--- src/rtl/tcap_pkg.sv ---
package tcap_pkg;

    typedef enum logic [1:0] {
        DIV_1  = 2'b00,
        DIV_4  = 2'b01,
        DIV_8  = 2'b10,
        DIV_16 = 2'b11
    } tcap_div_e;

    typedef enum logic [1:0] {
        EDGE_OFF  = 2'b00,
        EDGE_RISE = 2'b01,
        EDGE_FALL = 2'b10,
        EDGE_BOTH = 2'b11
    } tcap_edge_e;

    localparam int ADR_COUNT = 0;
    localparam int ADR_CTRL  = 1;
    localparam int ADR_MASK  = 2;
    localparam int ADR_FLAG  = 3;
    localparam int ADR_CAP0  = 4;

    localparam int PS_W = 4;

    // Last prescaler count value before a tick, for each division code.
    function automatic logic [PS_W-1:0] div_limit(input tcap_div_e code);
        logic [PS_W-1:0] lim;
        unique case (code)
            DIV_1:   lim = 4'd0;
            DIV_4:   lim = 4'd3;
            DIV_8:   lim = 4'd7;
            DIV_16:  lim = 4'd15;
            default: lim = 4'd0;
        endcase
        return lim;
    endfunction

endpackage

--- src/rtl/tcap_timebase.sv ---
module tcap_timebase
    import tcap_pkg::*;
#(
    parameter int CNT_W = 16
) (
    input  logic             clk,
    input  logic             rst_n,
    input  tcap_div_e        div_i,
    output logic [CNT_W-1:0] count_o,
    output logic             wrap_o
);

    logic [PS_W-1:0]  ps_q;
    logic [CNT_W-1:0] count_q;
    logic             tick;

    // A >= compare keeps the divider sane when the code shrinks mid-period.
    assign tick = (ps_q >= div_limit(div_i));

    always_ff @(posedge clk or negedge rst_n) begin
        if (!rst_n) begin
            ps_q    <= '0;
            count_q <= '0;
        end else if (tick) begin
            ps_q    <= '0;
            count_q <= count_q + 1'b1;
        end else begin
            ps_q    <= ps_q + 1'b1;
        end
    end

    assign count_o = count_q;
    assign wrap_o  = tick && (count_q == {CNT_W{1'b1}});


    count_step_chk: assert property (@(posedge clk) disable iff (!rst_n)
        (count_q != $past(count_q)) |-> (count_q == CNT_W'($past(count_q) + 1)));


    tick_spacing_chk: assert property (@(posedge clk) disable iff (!rst_n)
        (tick && $past(tick)) |-> (div_i == DIV_1));

endmodule

--- src/rtl/tcap_sync.sv ---
module tcap_sync #(
    parameter int STAGES = 2
) (
    input  logic clk,
    input  logic rst_n,
    input  logic d_i,
    output logic q_o
);

    logic [STAGES-1:0] chain_q;

    always_ff @(posedge clk or negedge rst_n) begin
        if (!rst_n) chain_q <= '0;
        else        chain_q <= {chain_q[STAGES-2:0], d_i};
    end

    assign q_o = chain_q[STAGES-1];

endmodule

--- src/rtl/tcap_channel.sv ---
module tcap_channel
    import tcap_pkg::*;
#(
    parameter int CNT_W     = 16,
    parameter int SYNC_STGS = 2
) (
    input  logic             clk,
    input  logic             rst_n,
    input  logic             pin_i,
    input  tcap_edge_e       mode_i,
    input  logic [CNT_W-1:0] count_i,
    input  logic             clr_i,
    output logic             flag_o,
    output logic [CNT_W-1:0] cap_o
);

    logic             pin_s;
    logic             prev_q;
    logic             rise;
    logic             fall;
    logic             evt;
    logic             flag_q;
    logic [CNT_W-1:0] cap_q;

    tcap_sync #(.STAGES(SYNC_STGS)) u_sync (
        .clk   (clk),
        .rst_n (rst_n),
        .d_i   (pin_i),
        .q_o   (pin_s)
    );

    assign rise = pin_s & ~prev_q;
    assign fall = ~pin_s & prev_q;

    always_comb begin
        unique case (mode_i)
            EDGE_OFF:  evt = 1'b0;
            EDGE_RISE: evt = rise;
            EDGE_FALL: evt = fall;
            EDGE_BOTH: evt = rise | fall;
            default:   evt = 1'b0;
        endcase
    end

    always_ff @(posedge clk or negedge rst_n) begin
        if (!rst_n) begin
            prev_q <= 1'b0;
            flag_q <= 1'b0;
            cap_q  <= '0;
        end else begin
            prev_q <= pin_s;
            // A new event outranks a clearing write in the same cycle.
            flag_q <= evt | (flag_q & ~clr_i);
            if (evt) cap_q <= count_i;
        end
    end

    assign flag_o = flag_q;
    assign cap_o  = cap_q;


    flag_needs_mode_chk: assert property (@(posedge clk) disable iff (!rst_n)
        $rose(flag_q) |-> ($past(mode_i) != EDGE_OFF));


    cap_with_flag_chk: assert property (@(posedge clk) disable iff (!rst_n)
        !$stable(cap_q) |-> flag_q);

endmodule

--- src/rtl/tcap_timer.sv ---
module tcap_timer
    import tcap_pkg::*;
#(
    parameter int CNT_W  = 16,
    parameter int NCH    = 3,
    parameter int ADDR_W = 3
) (
    input  logic              clk,
    input  logic              rst_n,
    input  logic              bus_wr,
    input  logic [ADDR_W-1:0] bus_addr,
    input  logic [CNT_W-1:0]  bus_wdata,
    output logic [CNT_W-1:0]  bus_rdata,
    input  logic [NCH-1:0]    cap_pin,
    output logic [CNT_W-1:0]  count_o,
    output logic              irq
);

    localparam int CTRL_W = 2 + 2 * NCH;
    localparam int FLG_W  = NCH + 1;
    localparam int OVF_B  = NCH;

    logic [CTRL_W-1:0] ctrl_q;
    logic [FLG_W-1:0]  mask_q;
    logic [FLG_W-1:0]  clr_vec;
    logic [FLG_W-1:0]  flags;
    logic              ovf_q;
    logic              wrap;
    logic [NCH-1:0]    ch_flag;
    logic [CNT_W-1:0]  cap [NCH];
    logic [CNT_W-1:0]  cnt;
    logic              unused_wdata;

    assign unused_wdata = ^bus_wdata[CNT_W-1:CTRL_W];

    tcap_timebase #(.CNT_W(CNT_W)) u_timebase (
        .clk     (clk),
        .rst_n   (rst_n),
        .div_i   (tcap_div_e'(ctrl_q[1:0])),
        .count_o (cnt),
        .wrap_o  (wrap)
    );

    for (genvar g = 0; g < NCH; g++) begin : g_ch
        tcap_channel #(.CNT_W(CNT_W)) u_ch (
            .clk     (clk),
            .rst_n   (rst_n),
            .pin_i   (cap_pin[g]),
            .mode_i  (tcap_edge_e'(ctrl_q[2+2*g +: 2])),
            .count_i (cnt),
            .clr_i   (clr_vec[g]),
            .flag_o  (ch_flag[g]),
            .cap_o   (cap[g])
        );
    end

    assign clr_vec = (bus_wr && bus_addr == ADDR_W'(ADR_FLAG)) ? bus_wdata[FLG_W-1:0] : '0;

    always_ff @(posedge clk or negedge rst_n) begin
        if (!rst_n) begin
            ctrl_q <= '0;
            mask_q <= '0;
            ovf_q  <= 1'b0;
        end else begin
            if (bus_wr && bus_addr == ADDR_W'(ADR_CTRL)) ctrl_q <= bus_wdata[CTRL_W-1:0];
            if (bus_wr && bus_addr == ADDR_W'(ADR_MASK)) mask_q <= bus_wdata[FLG_W-1:0];
            ovf_q <= wrap | (ovf_q & ~clr_vec[OVF_B]);
        end
    end

    assign flags   = {ovf_q, ch_flag};
    assign irq     = |(flags & mask_q);
    assign count_o = cnt;

    always_comb begin
        bus_rdata = '0;
        if (bus_addr == ADDR_W'(ADR_COUNT)) bus_rdata = cnt;
        if (bus_addr == ADDR_W'(ADR_CTRL))  bus_rdata = CNT_W'(ctrl_q);
        if (bus_addr == ADDR_W'(ADR_MASK))  bus_rdata = CNT_W'(mask_q);
        if (bus_addr == ADDR_W'(ADR_FLAG))  bus_rdata = CNT_W'(flags);
        for (int i = 0; i < NCH; i++) begin
            if (bus_addr == ADDR_W'(ADR_CAP0 + i)) bus_rdata = cap[i];
        end
    end


    wrap_flag_chk: assert property (@(posedge clk) disable iff (!rst_n)
        (cnt == '0 && $past(cnt) == {CNT_W{1'b1}}) |-> ovf_q);


    irq_quiet_chk: assert property (@(posedge clk) disable iff (!rst_n)
        (mask_q == '0) |-> !irq);

endmodule

--- config.mk ---
export PLATFORM = sky130hd
export DESIGN_NAME = tcap_timer
export DESIGN_NICKNAME = d
export VERILOG_FILES = /design/src/rtl/tcap_pkg.sv /design/src/rtl/tcap_timebase.sv /design/src/rtl/tcap_sync.sv /design/src/rtl/tcap_channel.sv /design/src/rtl/tcap_timer.sv
export SDC_FILE = /design/constraint.sdc
export NUM_CORES = 1
export LEC_CHECK = 0
export ABC_AREA = 0
export CORE_MARGIN = 2
export CORE_UTILIZATION = 60
export DETAILED_ROUTE_END_ITERATION = 8
export DONT_BUFFER_PORTS = 1
export GPL_TIMING_DRIVEN = 0
export PLACE_DENSITY = 0.79
export SYNTH_ARGS = -nofsm -noshare
export SYNTH_HDL_FRONTEND = slang
export SYNTH_SLANG_ARGS = --single-unit
--- constraint.sdc ---
create_clock -name clk -period 2.35 [get_ports clk]
set_input_delay 0.3525 -clock clk [delete_from_list [all_inputs] [get_ports clk]]
set_output_delay 0.3525 -clock clk [all_outputs]
set_load 0.005 [all_outputs]
# Word level (Yosys, flattened, before mapping)
# Cells that the tools add are included.
# totals
regBits	93
# op_classes
n_mux	13
order_cmp	1
bitwise	28
reduce_logical	10
n_eq_ne	19
n_addsub	2
# op_table
operator	count
$mux 16	7
$add 16x1->16 const B	1
$eq 16x16->1 const B	1
$eq 2x2->1 const B	8
$pmux 4 s4	1
$pmux 1 s4	3
$and 1x1->1	10
$not 1->1	10
$eq 3x3->1 const B	3
$eq 2x1->1 const B	4
$logic_not 2->1	4
$mux 4	2
$or 1x1->1	7
$eq 3x2->1 const B	2
$add 4x1->4 const B	1
$and 4x4->4	1
$ge 4x4->1	1
$logic_and 1x1->1	4
$reduce_or 4->1	1
$eq 3x1->1 const B	1
$logic_not 3->1	1

# Logic depth before layout (Yosys ltp)
# Gate-level depths: netlist (run 1).
# logic_depth
ltp_word	8
mapped_depth	7
ltp_nobuf	6

# Modules after synthesis
# Synthesis (run 1) repeated with hierarchy kept, for this count alone.
# hier_totals
hier_cells	565
hier_area_um2	5865.6
# modules_own_cells
mod	cells_per_inst	n_inst	seq_area_each_um2	area_each_um2
tcap_channel	106	3	450.4	1098.6
tcap_timer	146	1	325.3	1360.1
tcap_timebase	95	1	500.5	1059.8
tcap_sync	2	3	50.0	50.0

# Worst setup path before layout (run 1)
# Ideal clock, no wire load.
# synth_path
path_type	reg2reg
from	register ctrl_q[1]
to	register u_timebase.count_q[1] (netlist: u_timebase.count_o[1])
path_stages_with_launch	7
required_ps	2225
arrival_ps	2003
n_path_buf	0
period_less_slack_ps	2128
slack_ps	222
setup_time_ps	125
path_cell_list	dfrtp_1 > or2_2 > ha_1 > nand2b_4 > a2111oi_4 > nor2_2 > mux2_4
# synth_between
elab_chain_len	3
elab_cells_between_ends	6
# synth_rtl
element	line_no	text
from (decl)	tcap_timer.sv:23	logic [CTRL_W-1:0] ctrl_q;
from (signal assigned)	tcap_timer.sv:65	if (bus_wr && bus_addr == ADDR_W'(ADR_CTRL)) ctrl_q <= bus_wdata[CTRL_W-1:0];
$eq 2x2->1, or another cell as far along	tcap_pkg.sv:28	unique case (code)
$pmux 4 s4 *	tcap_pkg.sv:28	
$ge 4x4->1 *	tcap_timebase.sv:18	assign tick = (ps_q >= div_limit(div_i));
to (signal assigned)	tcap_timebase.sv:26	count_q <= count_q + 1'b1;
to (decl)	tcap_timebase.sv:14	logic [CNT_W-1:0] count_q;
# Every way passes the cells marked *; elsewhere a longest branch is shown, timed or not.
# A chain may end at the register's enable or synchronous reset.

# Worst setup path after layout (run 1)
# layout_path
from	register u_timebase.count_q[1] (netlist: u_timebase.count_o[1])
to	output port bus_rdata[1]
# layout_between
elab_chain_len	7
# layout_rtl
element	line_no	text
$mux 16	tcap_timer.sv:77	if (bus_addr == ADDR_W'(ADR_COUNT)) bus_rdata = cnt;
$mux 16	tcap_timer.sv:78	if (bus_addr == ADDR_W'(ADR_CTRL)) bus_rdata = CNT_W'(ctrl_q);
$mux 16	tcap_timer.sv:79	if (bus_addr == ADDR_W'(ADR_MASK)) bus_rdata = CNT_W'(mask_q);
$mux 16	tcap_timer.sv:80	if (bus_addr == ADDR_W'(ADR_FLAG)) bus_rdata = CNT_W'(flags);
$mux 16 (3 in series)	tcap_timer.sv:82	if (bus_addr == ADDR_W'(ADR_CAP0 + i)) bus_rdata = cap[i];
to (decl)	tcap_timer.sv:13	output logic [CNT_W-1:0] bus_rdata,
# No other way between the ends.

==> out/summary.txt, run 1 <==
Top cell type's share of synthesized area: 49.9%
Post-synthesis sequential area ratio: 49.9%
Diodes inserted: 0
Initial antenna violation count: 0
Clock Latency Late Sink: 0.36 ns
Final TNS setup: 0 ns
GRT overflow: 0
Final antenna-violating net count: 0
Routed WL: 9850 um
CP endpoint kind: output port
Final Hold Vio Count: 93
Routed wl met2: 4910 um
Worst hold path type: in2async
GPL Wtd Cong: 0.832
Inserted Clock Buffers: 9
CP bufs+invs: 1
CP max stage delay: 0.40 ns
Maximum VDD drop: 0.000899 V
Iteration-0 DRC Markers: 247
Largest area contributor in the netlist: dfrtp_1
GRT Total Usage: 24.7%
Failing checks: hold timing
Setup violators final: 0
Placed Cells: 493
Cell depth of the worst flop-to-flop path: 6
Placeable Area: 7610 sq um
Sink Count: 93
Max clock buf depth: 2
Synth cell types: 57
WS Path Type: reg2out
Unrepaired setup endpoints after global routing: false
Hold slack: -0.323 ns
Vias in the first global route: 3,151
Pwr/cell area: 957 nW/um^2
Worst r2r src: ctrl_q[1]$_DFFE_PN0P_
DRC: 0
Share of cells above drive strength 1: 29.0%
Tcrit/Tclk final: 92.3%
PortBufs: 0
Crit-path leading delay family: compound AO/OA/AOI/OAI gates
CP arrival: 1.82 ns
Met3 WL post-DR: 449 um
Leak: 2.38 nW
Pre-Repair DR Iteration Count: 4
Reg2reg setup slack: 0.18 ns
Slowest CP cell: dfrtp_1
FP Rows: 32
Syn Inst Count: 391
Register clock-pin slew on the reported worst setup and hold paths: 0.09 ns
Crit Path Max Fanout: 9
Post-DP HPWL: 6690 um
Starting density of the core: 61.3%
Layout area overhead: 8.32%
Status: finished, violations left
Cell Count, Final, Fillers Out: 513
Netlist Area Pre-Place: 4660 sq um
Worst slew pin tran: 0.582 ns
Routed WL per cell: 19.2 um
Root Buffer: clkbuf_8
Commonest non-fill, non-tap cell in the layout: dfrtp_1
Fmax: 0.461 GHz
Die width: 92.1 um
Post-Syn Area per Cell: 11.9 sq um
Via count: 3,045
CP Cell Sequence: clkbuf_2 -> nor4_1 -> a211oi_1 -> a21oi_1 -> o21ai_0
Final Net Count: 443
Leading cell types by total area after synthesis: dfrtp_1, mux2_2, ha_1
Most frequent cells in the layout: dfrtp_1, mux2_2, nand2_1
CTS tree: yes
Wl on met1: 4270 um
Syn_nets: 428
Slew Viols, Final: 0
H-Tree Depth: 3
Ys Warns: 0
Yosys reg bits: 93
Max layer used: met4
Die footprint: 8490 sq um
Critical Path Start Type: flop
Slew headroom: 61.2%
Worst path required time: 2.00 ns
Largest net degree at the start of global routing: 94
Die Y: 92.1 um
Num ports: 58
Number of max-cap violations: 0
First-pass GRT wire length: 16,100 um
Clk_skew: 0.00992 ns
Fin crit period: 2.17 ns
R2R Path End: u_timebase.count_o[1]$_DFFE_PN0P_
Via density: 5.94
## per-layer routing
layer | track usage (%) | up-vias
met4 | 10.6 | 0
met2 | 40.3 | 78
li1 | - | 1407
met1 | 33.4 | 1541
met5 | 0 | -
met3 | 3.53 | 19
## what timing repair did
action	in CTS	in global routing
resized for setup	0	0
endpoints found under the hold margin	93	95
endpoints found under the setup margin	0	12
setup buffers	0	2
## cell usage after synthesis, drive strengths merged
master	n
o21a	1
and4	2
xor2	16
nor2	21
a22o	1
mux2i	10
clkbuf	5
nor4	11
nor2b	3
buf	20
and2	4
nor3b	3
o21ai	13
nand3	6
a22oi	4
mux2	60
dfrtp	93
inv	17
o2bb2ai	1
and2b	1
nand4	4
and3b	1
o22ai	5
nand2b	4
mux4	5
nor3	3
nand2	32
a21oi	19
xnor2	1
and4b	1
and4bb	1
or2	2
ha	12
o311ai	2
o21bai	2
a211oi	2
a2111oi	1
nor4b	2
## logic make-up (layout without fill, tap and decap cells)
group | Yosys count | in the layout | share of synthesized area, %
and+or+nand+nor | 101 | 101 | 13.0
DFF | 93 | 93 | 49.9
AOI/OAI and AO/OA | 51 | 51 | 7.14
muxes | 75 | 75 | 19.1
buffers and inverters | 42 | 62 | 4.32
xor gates and xnor gates | 17 | 17 | 3.20
adders and majority gates | 12 | 12 | 3.22
## sequential cells by signal, indices dropped and copies added, names as in the netlist
register	cells
u_timebase.count_o	16
g_ch.u_ch.cap_o	48
g_ch.u_ch.prev_q	3
ovf_q	1
g_ch.u_ch.flag_o	3
ctrl_q	8
mask_q	4
u_timebase.ps_q	4
g_ch.u_ch.u_sync.chain_q	6
## final cells by class
| cell class | instances | area (sq um) |
|---|---|---|
| fill | 530 | 2560 |
| sequential | 93 | 2330 |
| multi-input combinational | 256 | 2130 |
| clock buffer | 11 | 141 |
| buffer | 25 | 138 |
| tap | 102 | 128 |
| clock inverter | 5 | 83.8 |
| inverter | 17 | 63.8 |
| timing repair buffer | 4 | 35.0 |
## stage by stage
step	utilization [%]	total power, mW	cell area [sq um]	setup WS, ns
6_report	66.3	4.83	5050	0.180
5_1_grt	66.3	5.07	5050	0.0722
4_1_cts	65.9	4.79	5010	0.0462
3_5_place_dp	62.9	3.60	4790	0.0767
3_3_place_gp	62.9	3.51	4790	0.0943
2_1_floorplan	-	3.26	4660	0.222
## worst max-delay path by stage
| stage | depth (start not counted) | slack (ns) | end | from |
|---|---|---|---|---|
| floorplan | 6 | 0.22 | u_timebase.count_o[1]$_DFFE_PN0P_ | ctrl_q[1]$_DFFE_PN0P_ |
| global placement | 6 | 0.09 | u_timebase.count_o[1]$_DFFE_PN0P_ | ctrl_q[1]$_DFFE_PN0P_ |
| detailed placement | 7 | 0.08 | ovf_q$_DFF_PN0_ | ctrl_q[1]$_DFFE_PN0P_ |
| CTS | 6 | 0.05 | u_timebase.count_o[1]$_DFFE_PN0P_ | ctrl_q[1]$_DFFE_PN0P_ |
| global route | 7 | 0.07 | ovf_q$_DFF_PN0_ | ctrl_q[1]$_DFFE_PN0P_ |
| finish | 5 | 0.18 | bus_rdata[1] | u_timebase.count_o[1]$_DFFE_PN0P_ |
## report_power, final
| part | total (mW) | internal, mW | switching (mW) |
|---|---|---|---|
| clock | 1.19 | 0.631 | 0.564 |
| sequential | 2.13 | 1.89 | 0.245 |
| combinational | 1.50 | 0.704 | 0.798 |
| total | 4.83 | 3.22 | 1.61 |
No activity file was read; power rests on OpenSTA's default activity.
==> inputs of run 2 (changes only) <==
==> constraint.sdc (replaced) <==
create_clock -name clk -period 2.8 [get_ports clk]
set_input_delay 0.28 -clock clk [delete_from_list [all_inputs] [get_ports clk]]
set_output_delay 0.28 -clock clk [all_outputs]
set_load 0.05 [all_outputs]
==> run 2 against run 1 <==
Largest cell class unchanged. Critical endpoint is now bus_rdata[6]. Final cell count rose by 0.39%. Routed wire length fell by 0.65%. The flow now finishes without violations. Worst setup slack got worse by 0.056 ns. Clock skew fell by 0.0014 ns. Hold slack improved by 0.37 ns. Non-clock buffer count rose by 2. Global-route usage barely moved. Combinational power fell by 10%. Clock-buffer cell count fell by 1. Utilization rose by 0.76 points.
==> out/summary.txt, run 2 (same netlist as run 1, synthesis figures left out) <==
Layout area overhead: 9.56%
Vias in the first global route: 3,151
CP bufs+invs: 1
Hold depth: 2
Crit-path leading delay family: flip-flops
Post-DP HPWL: 6660 um
Setup violators final: 0
Most frequent cells in the layout: dfrtp_1, mux2_2, nand2_1
Clk_skew: 0.00850 ns
Tcrit/Tclk final: 95.6%
CP max stage delay: 0.81 ns
Register clock-pin slew on the reported worst setup and hold paths: 0.09 ns
Initial antenna violation count: 0
Worst hold path type: in2reg
Leak: 2.41 nW
Via count: 3,053
PortBufs: 0
Final Util: 67.1%
DRC: 0
Critical Path Start Type: flop
Final Net Count: 445
Commonest non-fill, non-tap cell in the layout: dfrtp_1
CP Cell Sequence: mux4_2 -> inv_1 -> o22ai_1
Slowest CP cell: dfrtp_1
Wl on met1: 4340 um
Min-delay src: bus_wdata[1]
Die width: 92.1 um
First-pass GRT wire length: 16,100 um
Slew Viols, Final: 0
Die footprint: 8490 sq um
Met3 WL post-DR: 469 um
Largest net degree at the start of global routing: 94
Starting density of the core: 61.3%
CP arrival: 2.40 ns
Setup crit start: u_timebase.count_o[6]$_DFFE_PN0P_
Inserted Clock Buffers: 9
Maximum VDD drop: 0.000888 V
Max layer used: met4
Via density: 5.93
CTS tree: yes
WS Path Type: reg2out
GPL Wtd Cong: 0.832
Status: finished clean
Pre-Repair DR Iteration Count: 4
Final Hold Vio Count: 0
Routed wl met2: 4810 um
Placeable Area: 7610 sq um
GRT overflow: 0
Cell depth of the worst flop-to-flop path: 6
Worst path required time: 2.52 ns
Max clock buf depth: 2
Stages on worst setup path: 3
H-Tree Depth: 3
Routed WL: 9790 um
Pwr/cell area: 843 nW/um^2
Fmax: 0.374 GHz
Number of max-cap violations: 0
Routed WL per cell: 19.0 um
Diodes inserted: 0
Unrepaired setup endpoints after global routing: false
Die Y: 92.1 um
Sink Count: 93
Hold slack: 0.0499 ns
GRT Total Usage: 24.7%
Num ports: 58
Clock Latency Late Sink: 0.36 ns
Final antenna-violating net count: 0
CP endpoint kind: output port
Share of cells above drive strength 1: 29.8%
Iteration-0 DRC Markers: 222
Worst r2r src: ctrl_q[1]$_DFFE_PN0P_
Crit Path Max Fanout: 8
FP Rows: 32
Worst slew pin tran: 1.13 ns
Max reg flops: 48
Root Buffer: clkbuf_8
Fin crit period: 2.68 ns
Slew headroom: 25.8%
==> run 2: cell count changes in the layout (fill, tap and decap cells not counted), sizes merged <==
cell	previous run	this run
clkbuf	16	15
clkinvlp	2	1
dlygate4sd3	2	4
inv	17	19
==> run 2: layout make-up <==
class	count	area, sq um
clock inverters	6	93.8
flip-flops and latches	93	2330
repair buffers	6	75.1
well taps	102	128
inverters	17	63.8
fillers	542	2500
clock buffers	10	138
plain buffers	25	138
multi-input cells	256	2140
==> run 2: layer usage <==
layer  global-route usage [%]  up-vias
met5                        0        -
met4                     8.58        0
met3                     5.42       18
met2                     39.4       80
met1                     33.9     1548
li1                         -     1407
==> run 2: where the power goes <==
group	internal [mW]	switching, mW	leakage, nW
Clock	0.535	0.491	0.113
Combinational	0.564	0.791	1.10
Sequential	1.58	0.342	1.20
Total	2.68	1.62	2.41
==> run 2: metrics by stage <==
stage | power (mW) | instance area, sq um | cells | setup TNS [ns] | worst slack (ns)
floorplan | 2.98 | 4660 | 391 | 0 | 0.165
global placement | 3.19 | 4790 | 493 | -0.0684 | -0.0684
detailed placement | 3.26 | 4790 | 494 | 0 | 0.298
CTS | 4.33 | 5100 | 515 | 0 | 0.0186
global route | 4.51 | 5100 | 515 | 0 | 0.0324
finish | 4.30 | 5100 | 515 | 0 | 0.124
==> run 2: timing repair <==
action,in CTS,in global routing
buffers inserted,0,0
hold buffers,5,0
setup endpoints to repair,2,1
resized for setup,2,1
gates cloned,0,0
endpoints found under the hold margin,96,0
==> run 2: final timing paths <==
kind / end / slack (ns)
worst max-delay path: bus_rdata[6] / 0.12
worst min-delay path: ctrl_q[1]$_DFFE_PN0P_ / 0.05
worst max register to register: u_timebase.count_o[1]$_DFFE_PN0P_ / 0.51
worst min register to register: g_ch[0].u_ch.u_sync.chain_q[1]$_DFF_PN0_ / 0.36
max in group asynchronous: g_ch[0].u_ch.u_sync.chain_q[0]$_DFF_PN0_ / 1.96
min in group asynchronous: ctrl_q[4]$_DFFE_PN0P_ / 0.49
==> inputs of run 3 (changes only) <==
--- a/config.mk
+++ b/config.mk
@@ -11,6 +11,7 @@
 export DETAILED_ROUTE_END_ITERATION = 8
 export DONT_BUFFER_PORTS = 1
 export GPL_TIMING_DRIVEN = 0
+export HOLD_SLACK_MARGIN = 0.06
 export PLACE_DENSITY = 0.79
 export SYNTH_ARGS = -nofsm -noshare
 export SYNTH_HDL_FRONTEND = slang
==> run 3 against run 2 <==
Power about the same. Clock-buffer cell count did not move. Sequential power about the same. Via count rose by 0.39%. Final cell count is 1.6% higher. Largest cell class unchanged. Highest routed layer unchanged.
==> out/summary.txt, run 3 (same netlist as run 1, synthesis figures left out) <==
Status: finished clean
First-pass GRT wire length: 16,200 um
Cell depth of the worst flop-to-flop path: 7
CTS tree: yes
Starting density of the core: 61.3%
PortBufs: 0
Reg2reg setup slack: 0.50 ns
Die width: 92.1 um
Via density: 5.86
Worst setup margin: 0.133 ns
Layout area overhead: 11.3%
Cell Count, Final, Fillers Out: 523
Final Hold Vio Count: 0
Iteration-0 DRC Markers: 174
Root Buffer: clkbuf_8
Diodes inserted: 0
Routed WL per cell: 18.9 um
Setup violators final: 0
Die footprint: 8490 sq um
R2R Path End: u_timebase.count_o[3]$_DFFE_PN0P_
Hold slack: 0.0763 ns
Unrepaired setup endpoints after global routing: false
GRT Total Usage: 24.9%
Vias in the first global route: 3,166
H-Tree Depth: 3
Die Y: 92.1 um
Commonest non-fill, non-tap cell in the layout: dfrtp_1
Via count: 3,065
FP Rows: 32
Largest net degree at the start of global routing: 94
Worst hold path type: in2reg
Fin crit period: 2.67 ns
GPL Wtd Cong: 0.832
Inserted Clock Buffers: 9
Final Util: 68.2%
Register clock-pin slew on the reported worst setup and hold paths: 0.09 ns
Routed WL: 9890 um
Slew Viols, Final: 0
Sink Count: 93
Worst slew pin tran: 1.13 ns
Hold Path Sink: ctrl_q[3]$_DFFE_PN0P_
Pwr/cell area: 830 nW/um^2
Leak: 2.44 nW
Fmax: 0.375 GHz
Min-delay src: bus_wdata[3]
Fillers: 535
Final Net Count: 453
Clk_skew: 0.00744 ns
CP endpoint kind: output port
Slew headroom: 25.7%
Share of cells above drive strength 1: 29.2%
Critical Path Start Type: flop
Placed Cells: 494
Initial antenna violation count: 0
Num ports: 58
Hold depth: 1
Final antenna-violating net count: 0
GRT overflow: 0
Worst r2r src: ctrl_q[1]$_DFFE_PN0P_
Most frequent cells in the layout: dfrtp_1, mux2_2, nand2_1
Maximum VDD drop: 0.000888 V
Pre-CTS setup slack: 0.298 ns
Crit Path Max Fanout: 8
Number of max-cap violations: 0
CP arrival: 2.39 ns
Final TNS setup: 0 ns
Max clock buf depth: 2
Post-DP HPWL: 6660 um
Placeable Area: 7610 sq um
Max reg flops: 48
WS Path Type: reg2out
DRC: 0
Pre-Repair DR Iteration Count: 4
Tcrit/Tclk final: 95.3%
Worst path required time: 2.52 ns
Clock Latency Late Sink: 0.35 ns
[run 3: cell types whose count changed in the layout (fill, tap and decap cells not counted)]
| cell | delta |
|---|---|
| dlygate4sd3_1 | +8 |
[run 3: worst max path at each step]
stage                                      startpoint            to  slack (ns)  cells after the start
CTS                 u_timebase.count_o[0]$_DFFE_PN0P_  bus_rdata[0]        0.02                      4
global placement    u_timebase.count_o[1]$_DFFE_PN0P_  bus_rdata[1]       -0.07                      5
floorplan           u_timebase.count_o[1]$_DFFE_PN0P_  bus_rdata[1]        0.16                      5
finish              u_timebase.count_o[6]$_DFFE_PN0P_  bus_rdata[6]        0.13                      3
global route        u_timebase.count_o[1]$_DFFE_PN0P_  bus_rdata[1]        0.03                      5
detailed placement  u_timebase.count_o[1]$_DFFE_PN0P_  bus_rdata[1]        0.30                      5
[run 3: critical path, stage by stage, from the launching register on]
cell	delay, ns
dfrtp_1	0.81
mux4_2	0.37
inv_1	0.05
o22ai_1	0.81
[run 3: routing by layer]
layer	global-route usage, %	routed length (um)	share of wire [%]
met3	5.18	499	5.0
met2	39.5	4910	50
met5	0	0	0
met1	34.2	4310	44
met4	8.96	161	1.6
[run 3: power breakdown]
group	switching (mW)	internal (mW)	total (mW)
Combinational	0.793	0.571	1.36
Clock	0.483	0.535	1.02
Sequential	0.341	1.58	1.92
[run 3: cell type report]
cell class / count / area (sq um) / share of cell area (%)
clock buffers: 10 / 138 / 2.65
multi-input cells: 256 / 2140 / 41.3
inverters: 17 / 63.8 / 1.23
well taps: 102 / 128 / 2.46
repair buffers: 14 / 155 / 2.99
plain buffers: 25 / 138 / 2.65
clock inverters: 6 / 93.8 / 1.81
flip-flops and latches: 93 / 2330 / 44.9
[run 3: repair_timing]
action / CTS / global route
pin swaps: 0 / 0
setup buffers: 0 / 0
endpoints found under the setup margin: 2 / 1
resized for setup: 2 / 1
hold buffers: 9 / 4
hold endpoints to repair: 101 / 4
[run 3: through the flow]
stage               total power, mW  area (sq um)
finish                         4.30          5180
global route                   4.52          5180
CTS                            4.33          5140
detailed placement             3.26          4790
global placement               3.19          4790
floorplan                      2.98          4660
